File: src/rtl/bsc_pkg.sv
package bsc_pkg;

  // Source of each pin's drive and enable.
  typedef enum logic [1:0] {
    DRV_FUNC = 2'd0,
    DRV_SCAN = 2'd1,
    DRV_OFF  = 2'd2
  } drive_sel_e;

  // Strobes after gating with the register select.
  typedef struct packed {
    logic capture;
    logic shift;
    logic update;
  } bsc_strobe_t;

endpackage

File: src/rtl/bsc_rst_sync.sv
module bsc_rst_sync (
  input  logic clk,
  input  logic arst_n,
  output logic rst_n
);
  logic meta_q;
  logic meta_d;
  logic rst_d;

  always_comb begin
    meta_d = 1'b1;
    rst_d  = meta_q;
  end

  always_ff @(posedge clk or negedge arst_n) begin
    if (!arst_n) begin
      meta_q <= 1'b0;
      rst_n  <= 1'b0;
    end else begin
      meta_q <= meta_d;
      rst_n  <= rst_d;
    end
  end
endmodule

File: src/rtl/bsc_cell.sv
module bsc_cell #(
  parameter logic SAFE = 1'b0
) (
  input  logic tck,
  input  logic rst_n,
  input  logic cap_en,
  input  logic shift_en,
  input  logic upd_en,
  input  logic tlr,
  input  logic cap_src,
  input  logic scan_in,
  output logic scan_q,
  output logic upd_q
);
  logic scan_d;
  logic upd_d;

  // Capture/shift stage: capture wins over shift.
  always_comb begin
    scan_d = scan_q;
    if (cap_en) begin
      scan_d = cap_src;
    end else if (shift_en) begin
      scan_d = scan_in;
    end
  end

  always_ff @(posedge tck or negedge rst_n) begin
    if (!rst_n) begin
      scan_q <= SAFE;
    end else begin
      scan_q <= scan_d;
    end
  end

  // Update stage on the falling edge: test-logic-reset wins over update.
  always_comb begin
    upd_d = upd_q;
    if (tlr) begin
      upd_d = SAFE;
    end else if (upd_en) begin
      upd_d = scan_q;
    end
  end

  always_ff @(negedge tck or negedge rst_n) begin
    if (!rst_n) begin
      upd_q <= SAFE;
    end else begin
      upd_q <= upd_d;
    end
  end
endmodule

File: src/rtl/bsc_mode_sel.sv
module bsc_mode_sel
  import bsc_pkg::*;
(
  input  logic       mode_extest,
  input  logic       mode_clamp,
  input  logic       mode_hiz,
  output drive_sel_e drv
);
  always_comb begin
    if (mode_hiz) begin
      drv = DRV_OFF;
    end else if (mode_extest || mode_clamp) begin
      drv = DRV_SCAN;
    end else begin
      drv = DRV_FUNC;
    end
  end
endmodule

File: src/rtl/bsc_pin_drv.sv
module bsc_pin_drv
  import bsc_pkg::*;
#(
  parameter logic DIS = 1'b1
) (
  input  drive_sel_e drv,
  input  logic       core_d,
  input  logic       core_ctl,
  input  logic       upd_d,
  input  logic       upd_ctl,
  output logic       pin_q,
  output logic       oe_q
);
  always_comb begin
    case (drv)
      DRV_SCAN: begin
        pin_q = upd_d;
        oe_q  = (upd_ctl != DIS);
      end
      DRV_OFF: begin
        pin_q = core_d;
        oe_q  = 1'b0;
      end
      default: begin
        pin_q = core_d;
        oe_q  = (core_ctl != DIS);
      end
    endcase
  end
endmodule

File: src/rtl/bsc_chain.sv
module bsc_chain
  import bsc_pkg::*;
#(
  parameter int                        N_CELLS = 12,
  parameter int                        IDX_W   = (N_CELLS > 1) ? $clog2(N_CELLS) : 1,
  parameter logic [N_CELLS-1:0]        IS_OUT  = 12'h926,
  parameter logic [N_CELLS-1:0]        IS_CTL  = 12'h248,
  parameter logic [N_CELLS*IDX_W-1:0]  CTL_IDX = 48'h3009_0060_0330,
  parameter logic [N_CELLS-1:0]        DIS_VAL = 12'h208,
  parameter logic [N_CELLS-1:0]        SAFE    = 12'h20C
) (
  input  logic               tck,
  input  logic               trst_n,
  input  logic               tdi,
  output logic               tdo,
  input  logic               bsr_sel,
  input  logic               capture_dr,
  input  logic               shift_dr,
  input  logic               update_dr,
  input  logic               tlr,
  input  logic               mode_extest,
  input  logic               mode_clamp,
  input  logic               mode_hiz,
  input  logic [N_CELLS-1:0] core_val,
  input  logic [N_CELLS-1:0] pin_in,
  output logic [N_CELLS-1:0] pin_out,
  output logic [N_CELLS-1:0] pin_oe
);
  localparam logic [N_CELLS-1:0] IN_MASK = ~(IS_OUT | IS_CTL);

  logic               rst_s;
  bsc_strobe_t        stb;
  logic               cap_en;
  logic               shift_en;
  logic               upd_en;
  drive_sel_e         drv;
  logic [N_CELLS-1:0] cap_src;
  logic [N_CELLS-1:0] link_in;
  logic [N_CELLS-1:0] scan_q;
  logic [N_CELLS-1:0] upd_q;

  bsc_rst_sync u_rst (
    .clk    (tck),
    .arst_n (trst_n),
    .rst_n  (rst_s)
  );

  always_comb begin
    stb.capture = capture_dr && bsr_sel;
    stb.shift   = shift_dr   && bsr_sel;
    stb.update  = update_dr  && bsr_sel;
    cap_en      = stb.capture;
    shift_en    = stb.shift;
    upd_en      = stb.update;
  end

  // Input cells look at the pin, all others at the core side.
  assign cap_src = (pin_in & IN_MASK) | (core_val & ~IN_MASK);

  // Serial link: tdi enters the top cell, each cell feeds the one below.
  generate
    if (N_CELLS > 1) begin : g_link
      assign link_in = {tdi, scan_q[N_CELLS-1:1]};
    end else begin : g_link1
      assign link_in = tdi;
    end
  endgenerate

  assign tdo = scan_q[0];

  bsc_mode_sel u_mode (
    .mode_extest (mode_extest),
    .mode_clamp  (mode_clamp),
    .mode_hiz    (mode_hiz),
    .drv         (drv)
  );

  generate
    for (genvar i = 0; i < N_CELLS; i++) begin : g_cell
      bsc_cell #(.SAFE(SAFE[i])) u_cell (
        .tck      (tck),
        .rst_n    (rst_s),
        .cap_en   (cap_en),
        .shift_en (shift_en),
        .upd_en   (upd_en),
        .tlr      (tlr),
        .cap_src  (cap_src[i]),
        .scan_in  (link_in[i]),
        .scan_q   (scan_q[i]),
        .upd_q    (upd_q[i])
      );

      if (IS_OUT[i]) begin : g_out
        localparam int C = int'(CTL_IDX[IDX_W*i +: IDX_W]);
        bsc_pin_drv #(.DIS(DIS_VAL[C])) u_drv (
          .drv      (drv),
          .core_d   (core_val[i]),
          .core_ctl (core_val[C]),
          .upd_d    (upd_q[i]),
          .upd_ctl  (upd_q[C]),
          .pin_q    (pin_out[i]),
          .oe_q     (pin_oe[i])
        );
      end else begin : g_nodrv
        assign pin_out[i] = 1'b0;
        assign pin_oe[i]  = 1'b0;
      end
    end
  endgenerate
endmodule

File: config.mk
export PLATFORM = sky130hd
export DESIGN_NAME = bsc_chain
export DESIGN_NICKNAME = d
export VERILOG_FILES = /design/src/rtl/bsc_pkg.sv /design/src/rtl/bsc_rst_sync.sv /design/src/rtl/bsc_cell.sv /design/src/rtl/bsc_mode_sel.sv /design/src/rtl/bsc_pin_drv.sv /design/src/rtl/bsc_chain.sv
export SDC_FILE = /design/constraint.sdc
export NUM_CORES = 1
export LEC_CHECK = 0
export ABC_AREA = 1
export CAP_MARGIN = 10
export CORE_ASPECT_RATIO = 1.75
export CORE_MARGIN = 8
export CORE_UTILIZATION = 51
export CTS_BUF_LIST = sky130_fd_sc_hd__clkbuf_2 sky130_fd_sc_hd__clkbuf_4 sky130_fd_sc_hd__clkbuf_8
export CTS_CLUSTER_DIAMETER = 150
export DETAILED_ROUTE_END_ITERATION = 10
export HOLD_SLACK_MARGIN = 0.05
export PLACE_DENSITY = 0.95
export SLEW_MARGIN = 20
export SYNTH_ARGS = -nofsm -noshare
export SYNTH_HDL_FRONTEND = slang
export SYNTH_HIERARCHICAL = 1
export SYNTH_SLANG_ARGS = --single-unit
File: constraint.sdc
create_clock -name tck -period 2.9 [get_ports tck]
set_clock_uncertainty 0.15 [all_clocks]
set_input_delay 0.435 -clock tck [delete_from_list [all_inputs] [get_ports tck]]
set_output_delay 0.435 -clock tck [all_outputs]
set_load 0.1 [all_outputs]
==> impl_metrics.yaml, run 1 <==
critical_path:
  start_kind: "flop"
  crit_buf_inv: 2
  path_class: "reg -> out"
  worst-path-stages: 4
  worstSetupEndpointType: "output pin"
  cpPeakStageDelay_ns: 0.54
  arrival_ns: 2.66
  crit_family: "flip-flops"
  reg2reg_depth: 2
  worstPathRequired_ns: 2.32
  path_cells: "inv_1 > nand3_2 > nand2_4 > buf_12"
  slowest_stage: "dfstp_2"
  path_max_fanout: 4
placement:
  routabilityCongestion: 0.762
  hpwl_um: 2830
  placed_cell_area_um2: 2040
  port_buffers: 33
  post-place-ws_ns: -0.283
finish:
  fin_util: 0.764
  antenna_cells: 0
  area_growth_pct: 43.5
  final_layout_size_suffix_gt1_frac: 0.212
  nets: 329
  finish.instance_area_um2: 2210
global_route:
  grt_max_degree: 25
  grt_pass1_vias: 1435
  antenna_found_initial: 0
  grt_pass1_wl_um: 6130
  grt.overflow.total: 0
  grt_usage: 0.152
power_and_ir_drop:
  peakVddDrop_v: 0.000444
  power_frac_comb: 0.435
  seqPwrFrac: 0.364
  power_density_nw_per_um2: 474
  p_switching_uw: 453
  p_clk_frac: 0.201
  p_int_uw: 597
  p_sw_frac: 0.431
  p_total_mw: 1.05
  leakage_nw: 1.30
route:
  drt_iter0_drc: 36
  antenna_left: 0
  dr.pass1.iters: 4
  avgViaCountPerCell: 4.82
  drt_wl_total_um: 4100
  wire_per_inst_um: 13.0
  drc: 0
  num_vias: 1523
sta:
  finalSetupViolations: 10
  report.final.slew_viol_count: 0
  tightest_slew_ns: 0.719
  slew_headroom: 0.520
  worst_slack_ns: -0.348
  finalHoldViolCount: 0
  finalSetupTns_ns: -2.57
  rsz0062_at_grt: "true"
floorplan:
  ios: 60
  std_cell_rows: 26
  die-area_um2: 5110
  start_util: 0.533
  core_um2: 2900
  dieWidth_um: 57.6
  fp.dieH_um: 88.8
clocking:
  clockBufferDepth: 2
  cts_made_buffers: 3
  cts_max_level: 1
  cts_hold_buf: 0
  clk_pin_slew_ns: 0.08
  cts_root_buffer: "clkbuf_8"
  numClockSinks: 22
  insertion_delay_ns: 0.26
  cts_tree: "built"
yosys:
  synth_area_um2: 1540
  syn_avg_cell_area_um2: 6.43
  postSynthCellCount: 240
  ys_warn_count: 6
run:
  drv_cap: 0
worst_hold_path:
  hp-class: "reg -> async"
outcome:
  violations: "negative setup slack"
  run_status: "finished, violations left"
-- worst paths after layout --
| kind | startpoint | to | slack, ns |
|---|---|---|---|
| max in group asynchronous | u_rst/rst_n$_DFF_PN0_ | g_cell[3].u_cell/upd_q$_DFFE_NN1P_ | 0.67 |
| min in group tck | u_rst/meta_q$_DFF_PN0_ | u_rst/rst_n$_DFF_PN0_ | 0.21 |
| worst max-delay path | g_cell[3].u_cell/upd_q$_DFFE_NN1P_ | pin_oe[2] | -0.35 |
| worst min register to register | u_rst/rst_n$_DFF_PN0_ | g_cell[0].u_cell/scan_q$_DFFE_PN0P_ | 0.13 |
| worst min-delay path | u_rst/rst_n$_DFF_PN0_ | g_cell[0].u_cell/scan_q$_DFFE_PN0P_ | 0.13 |
| worst max register to register | g_cell[11].u_cell/scan_q$_DFFE_PN0P_ | g_cell[11].u_cell/upd_q$_DFFE_NN0P_ | 0.51 |
-- power groups by stage --
stage | clock network (mW) | logic [mW] | registers (mW)
floorplan | 0.0129 | 0.305 | 0.390
global placement | 0.0129 | 0.421 | 0.380
detailed placement | 0.0129 | 0.431 | 0.383
CTS | 0.211 | 0.439 | 0.377
global route | 0.234 | 0.487 | 0.386
finish | 0.211 | 0.457 | 0.382
-- through the flow --
step                hold WS (ns)  cells
floorplan                -0.0106    253
global placement           0.112    304
detailed placement         0.132    304
CTS                        0.128    310
global route               0.168    316
finish                     0.129    316
-- placed cells by master, fill, tap and decap left out, types with 3 or more instances in the layout --
cell type and n:
inv_1 82, nand2_1 59, clkdlybuf4s50_1 21, conb_1 15, nand3_1 12, buf_4 12, dfrtp_1 11, buf_12 11
nor2_1 9, dfstp_2 6, nand3_2 5, ha_1 5, nor3_2 5, dfrtn_1 5, nand2_4 4, o21ai_2 4
inv_2 3, clkbuf_8 3, nor2_2 3, nand2_2 3, a21oi_1 3, o21ai_0 3
-- state kept, by name (all words and copies together) (netlist names) --
register and flops:
u_rst/meta_q 1, g_cell.u_cell/upd_q 8, u_rst/rst_n 1, g_cell.u_cell/scan_q 12
-- area by class of cell --
type / instances / area (µm²)
fillers: 198 / 682
multi-input cells: 131 / 698
inverters: 82 / 308
clock buffers: 3 / 41.3
repair buffers: 46 / 558
well taps: 28 / 35.0
flip-flops and latches: 22 / 558
clock inverters: 4 / 15.0
-- per-layer routing --
layer,GRT usage,wire length (µm),vias to the layer above
met5,0,0,-
met4,0.0734,123,0
met3,0.0233,248,12
met2,0.281,2180,71
met1,0.161,1540,699
li1,-,-,741
-- timing repair --
item                                   in CTS  in global routing
setup buffers                               2                  5
pin swaps                                   2                  3
cloned                                      0                  1
setup endpoints to repair                  10                 15
gates resized for setup                     5                 10
endpoints found under the hold margin       0                  0
(Power assumes the default switching activity.)
==> inputs of run 2 (changes only) <==
- SETUP_SLACK_MARGIN: not set -> 0.1
==> run 2 against run 1 <==
  * The run still ends with negative setup slack left
  * Design area grew 5.1%
  * Worst setup slack got worse by 0.061 ns
  * Clock-buffer cell count is 1 higher
  * Power rose by 5.2%
  * Worst hold slack better by 0.062 ns
  * Clock power is 12% higher
  * Largest power group unchanged
  * Highest routed layer unchanged
==> impl_metrics.yaml, run 2 (synthesis gave the netlist of run 1 again) <==
route:
  drc: 0
  drt_iter0_drc: 58
  antenna_left: 0
  drt_wl_total_um: 4710
  wire_per_inst_um: 14.9
  dr.pass1.iters: 4
  avgViaCountPerCell: 5.02
  num_vias: 1585
global_route:
  grt_usage: 0.206
  grt.overflow.total: 0
  antenna_found_initial: 0
  grt_pass1_vias: 1798
  grt_max_degree: 25
  grt_pass1_wl_um: 8220
power_and_ir_drop:
  power_density_nw_per_um2: 474
  p_int_uw: 633
  leakage_nw: 1.31
  seqPwrFrac: 0.345
  peakVddDrop_v: 0.000374
  power_frac_comb: 0.442
  p_sw_frac: 0.427
  p_clk_frac: 0.214
  p_total_mw: 1.10
  p_switching_uw: 471
clocking:
  insertion_delay_ns: 0.26
  cts_max_level: 1
  cts_root_buffer: "clkbuf_8"
  clk_pin_slew_ns: 0.08
  cts_made_buffers: 3
  clockBufferDepth: 2
  numClockSinks: 22
  cts_tree: "built"
outcome:
  run_status: "finished, violations left"
  violations: "negative setup slack"
critical_path:
  path_class: "reg -> out"
  r2r_start: "g_cell[11].u_cell/scan_q$_DFFE_PN0P_"
  worstSetupEndpointType: "output pin"
  cp-startpoint: "g_cell[3].u_cell/upd_q$_DFFE_NN1P_"
  r2r-end: "g_cell[11].u_cell/upd_q$_DFFE_NN0P_"
  start_kind: "flop"
  path_max_fanout: 4
  reg2reg_slack_ns: 0.52
  reg2reg_depth: 2
  worstPathRequired_ns: 2.32
  arrival_ns: 2.72
finish:
  area_growth_pct: 50.9
  layout_common_cells: "inv_1 (79), nand2_1 (57), clkdlybuf4s50_1 (20), conb_1 (15), nand3_1 (12)"
  final_layout_size_suffix_gt1_frac: 0.233
  stdcell_count: 316
  final_common_cell: "inv_1"
  antenna_cells: 0
  fin_util: 0.804
  num-fill-cells: 165
  largest_reg_flops: 12
  reg_top3: "g_cell.u_cell/scan_q x12, g_cell.u_cell/upd_q x8"
  regMostFlops: "g_cell.u_cell/scan_q"
  nets: 329
floorplan:
  dieWidth_um: 57.6
  start_util: 0.533
  die-area_um2: 5110
  core_um2: 2900
  fp.dieH_um: 88.8
  ios: 60
  std_cell_rows: 26
sta:
  tightest_slew_ns: 0.721
  finalHoldViolCount: 0
  report.final.slew_viol_count: 0
  worst_slack_ns: -0.408
  finalSetupViolations: 10
  holdWs_ns: 0.191
  rsz0062_at_grt: "true"
  slew_headroom: 0.519
placement:
  hpwl_um: 3130
  dp.cells: 307
  post-place-ws_ns: -0.327
  port_buffers: 33
  routabilityCongestion: 0.770
run:
  drv_cap: 0
worst_hold_path:
  hp-class: "in -> async"
-- run 2: metrics by stage --
stage | instance area, µm² | TNS (ns)
floorplan | 1730 | 0
global placement | 2160 | -1.82
detailed placement | 2160 | -2.35
CTS | 2320 | -2.70
global route | 2330 | -3.25
finish | 2330 | -2.86
-- run 2: repair_timing --
item	CTS	global route
cloned	1	0
hold buffers	1	0
endpoints found under the hold margin	1	0
buffers inserted	3	0
resized for setup	17	4
setup endpoints to repair	16	13
pin swaps	8	0
-- run 2: layer usage --
| layer | part of all wire | up-vias | GRT usage |
|---|---|---|---|
| met4 | 0.034 | 0 | 0.117 |
| met2 | 0.56 | 87 | 0.380 |
| met3 | 0.067 | 16 | 0.0437 |
| li1 | - | 738 | - |
| met1 | 0.34 | 744 | 0.205 |
| met5 | 0 | - | 0 |
-- run 2: power by group through the flow --
stage | combinational, mW | sequential (mW) | clock (mW)
6_report | 0.487 | 0.380 | 0.236
5_1_grt | 0.520 | 0.385 | 0.260
4_1_cts | 0.479 | 0.377 | 0.232
3_5_place_dp | 0.456 | 0.380 | 0.0129
3_3_place_gp | 0.442 | 0.377 | 0.0129
2_1_floorplan | 0.321 | 0.390 | 0.0129
-- run 2: worst max path at each step --
stage	endpoint	slack (ns)	cells past startpoint
3_3_place_gp	g_cell[5].u_cell/upd_q$_DFFE_NN0P_	-0.26	7
2_1_floorplan	pin_oe[2]	0.01	3
6_report	pin_oe[1]	-0.41	4
5_1_grt	pin_oe[1]	-0.45	4
4_1_cts	pin_oe[1]	-0.38	4
3_5_place_dp	g_cell[1].u_cell/upd_q$_DFFE_NN0P_	-0.33	7
-- run 2: worst max-delay path, stage by stage (launching register included) --
cell,delay [ns]
dfstp_2,0.58
inv_2,0.07
nand3_4,0.08
nand2_8,0.05
buf_12,0.16
-- run 2: cell type report --
class / instances / area, µm² / share of cell area
repair buffers: 46 / 563 / 0.242
clock buffers: 4 / 55.1 / 0.0237
well taps: 28 / 35.0 / 0.0151
inverters: 82 / 310 / 0.133
clock inverters: 3 / 11.3 / 0.00484
flip-flops and latches: 22 / 558 / 0.240
multi-input cells: 131 / 795 / 0.341
==> inputs of run 3 (changes only) <==
- ABC_AREA: 1 -> not set
- CORE_UTILIZATION: 51 -> 48
- HOLD_SLACK_MARGIN: 0.05 -> 0.03
==> run 3 against run 2 <==
  * The run still ends with negative setup slack left
  * Sequential share of layout area up 5.5 points
  * Power down 7.3%
  * Via count down 36%
  * Non-clock buffer count down 6
  * Sequential cell count unchanged
  * Register-to-register slack worse by 0.02 ns
  * Clock power down 9.7%
  * Worst setup slack better by 0.0074 ns
  * Synthesized cell count down 48%
  * First-iteration DRC count down 57%
  * Clock-buffer cell count unchanged
  * Largest power group unchanged
  * Highest routed layer unchanged
==> impl_metrics.yaml, run 3 <==
finish:
  final_layout_size_suffix_gt1_frac: 0.269
  layout_common_cells: "clkdlybuf4s50_1 (20), mux2i_1 (17), conb_1 (15), nand2_1 (13), dfrtp_1 (11)"
  fin_util: 0.720
  largest_reg_flops: 12
  nets: 208
  num-fill-cells: 182
  reg_top3: "g_cell.u_cell/scan_q x12, g_cell.u_cell/upd_q x8"
  area_growth_pct: 46.5
  final_common_cell: "clkdlybuf4s50_1"
  regMostFlops: "g_cell.u_cell/scan_q"
  antenna_cells: 0
floorplan:
  die-area_um2: 4670
  std_cell_rows: 25
  fp.dieH_um: 84.6
  dieWidth_um: 55.2
  start_util: 0.491
  core_um2: 2630
  ios: 60
yosys:
  synth_area_um2: 1290
  postSynthCellCount: 124
  syn_avg_cell_area_um2: 10.4
  ys_warn_count: 6
placement:
  port_buffers: 33
  routabilityCongestion: 0.794
  hpwl_um: 2670
global_route:
  grt_pass1_wl_um: 5600
  grt_pass1_vias: 1201
  antenna_found_initial: 0
  grt_usage: 0.145
  grt.overflow.total: 0
  grt_max_degree: 25
route:
  wire_per_inst_um: 17.7
  drc: 0
  wl_met1_um: 1070
  drt_wl_total_um: 3440
  antenna_left: 0
  drt_iter0_drc: 25
  wl_met3_um: 167
  num_vias: 1015
  highest_layer: "met4"
  dr.pass1.iters: 4
  dr_wl_met2_um: 2060
  avgViaCountPerCell: 5.23
run:
  drv_cap: 0
sta:
  worst_slack_ns: -0.401
  finalHoldViolCount: 0
  tightest_slew_ns: 0.795
  report.final.slew_viol_count: 0
  slew_headroom: 0.470
  finalSetupTns_ns: -2.83
  finalSetupViolations: 10
  rsz0062_at_grt: "true"
critical_path:
  worstSetupEndpointType: "output pin"
  arrival_ns: 2.72
  path_class: "reg -> out"
  start_kind: "flop"
  slowest_stage: "dfstp_2"
  path_max_fanout: 4
  worstPathRequired_ns: 2.32
  cpPeakStageDelay_ns: 0.55
  path_cells: "nand2b_4 > mux2i_4 > buf_12"
clocking:
  cts_root_buffer: "clkbuf_8"
  numClockSinks: 22
  cts_tree: "built"
  cts_made_buffers: 3
  clk_pin_slew_ns: 0.07
  clockBufferDepth: 2
  cts_hold_buf: 0
  insertion_delay_ns: 0.26
  cts_max_level: 1
outcome:
  run_status: "finished, violations left"
  violations: "negative setup slack"
worst_hold_path:
  hp-class: "reg -> async"
power_and_ir_drop:
  peakVddDrop_v: 0.000430
  power_density_nw_per_um2: 541
  p_total_mw: 1.02
  leakage_nw: 0.887
-- run 3: cell types whose count changed in the layout (fill, tap and decap cells not counted), moves of 4 or more --
cell	previous run	this run
o21ai_4	5	1
inv_1	79	8
mux2i_4	0	4
o21ai_1	0	9
nand3_1	12	0
mux2_4	0	5
nand2_1	57	13
mux2i_1	0	17
inv_2	5	0
nor3_2	5	0
nand2b_4	0	4
-- run 3: per-stage QoR --
stage	setup WS, ns	cells	area (µm²)	hold slack, ns
final	-0.401	194	1890	0.122
after global routing	-0.441	194	1890	0.163
after CTS	-0.385	192	1880	0.144
after detailed placement	-0.469	185	1800	0.125
after global placement	-0.374	185	1800	0.108
after floorplan	-0.249	137	1430	-0.0106
-- run 3: worst paths after layout --
path / slack [ns] / depth (start not counted) / startpoint / to
setup / recovery: -0.40 / 3 / g_cell[3].u_cell/upd_q$_DFFE_NN1P_ / pin_oe[11]
hold reg to reg: 0.12 / 0 / u_rst/rst_n$_DFF_PN0_ / g_cell[4].u_cell/scan_q$_DFFE_PN0P_
max in group asynchronous: 0.68 / 0 / u_rst/rst_n$_DFF_PN0_ / g_cell[2].u_cell/upd_q$_DFFE_NN1P_
setup reg to reg: 0.50 / 2 / g_cell[6].u_cell/scan_q$_DFFE_PN0P_ / g_cell[6].u_cell/upd_q$_DFFE_NN0P_
min in group tck: 0.21 / 0 / u_rst/meta_q$_DFF_PN0_ / u_rst/rst_n$_DFF_PN0_
hold / removal: 0.12 / 0 / u_rst/rst_n$_DFF_PN0_ / g_cell[4].u_cell/scan_q$_DFFE_PN0P_
-- run 3: area by class of cell --
cell class,count,area (µm²),share of cell area
multi-input cells,93,743,0.393
flip-flops and latches,22,558,0.295
clock buffers,4,48.8,0.0258
clock inverters,3,11.3,0.00595
inverters,5,18.8,0.00992
well taps,27,33.8,0.0179
repair buffers,40,478,0.253
-- run 3: worst max-delay path, delay by kind of cell (launching register included) --
family	cells	cell delay, ns
DFF	1	0.55
buffers and inverters	1	0.18
and+or+nand+nor	1	0.13
muxes	1	0.07
-- run 3: repair_timing --
action	in CTS	in global routing
cloned	1	0
pin swaps	1	1
buffers inserted	2	2
setup endpoints to repair	18	10
resized for setup	4	0
-- run 3: power breakdown --
part	leakage [nW]	internal, mW	switching, mW
logic	0.579	0.149	0.277
registers	0.266	0.352	0.0323
clock network	0.0422	0.113	0.100
total	0.887	0.613	0.409
-- run 3: per-layer routing --
layer / track usage / vias to the layer above
li1: - / 473
met4: 0.104 / 0
met5: 0 / -
met2: 0.289 / 46
met3: 0.0302 / 15
met1: 0.116 / 481
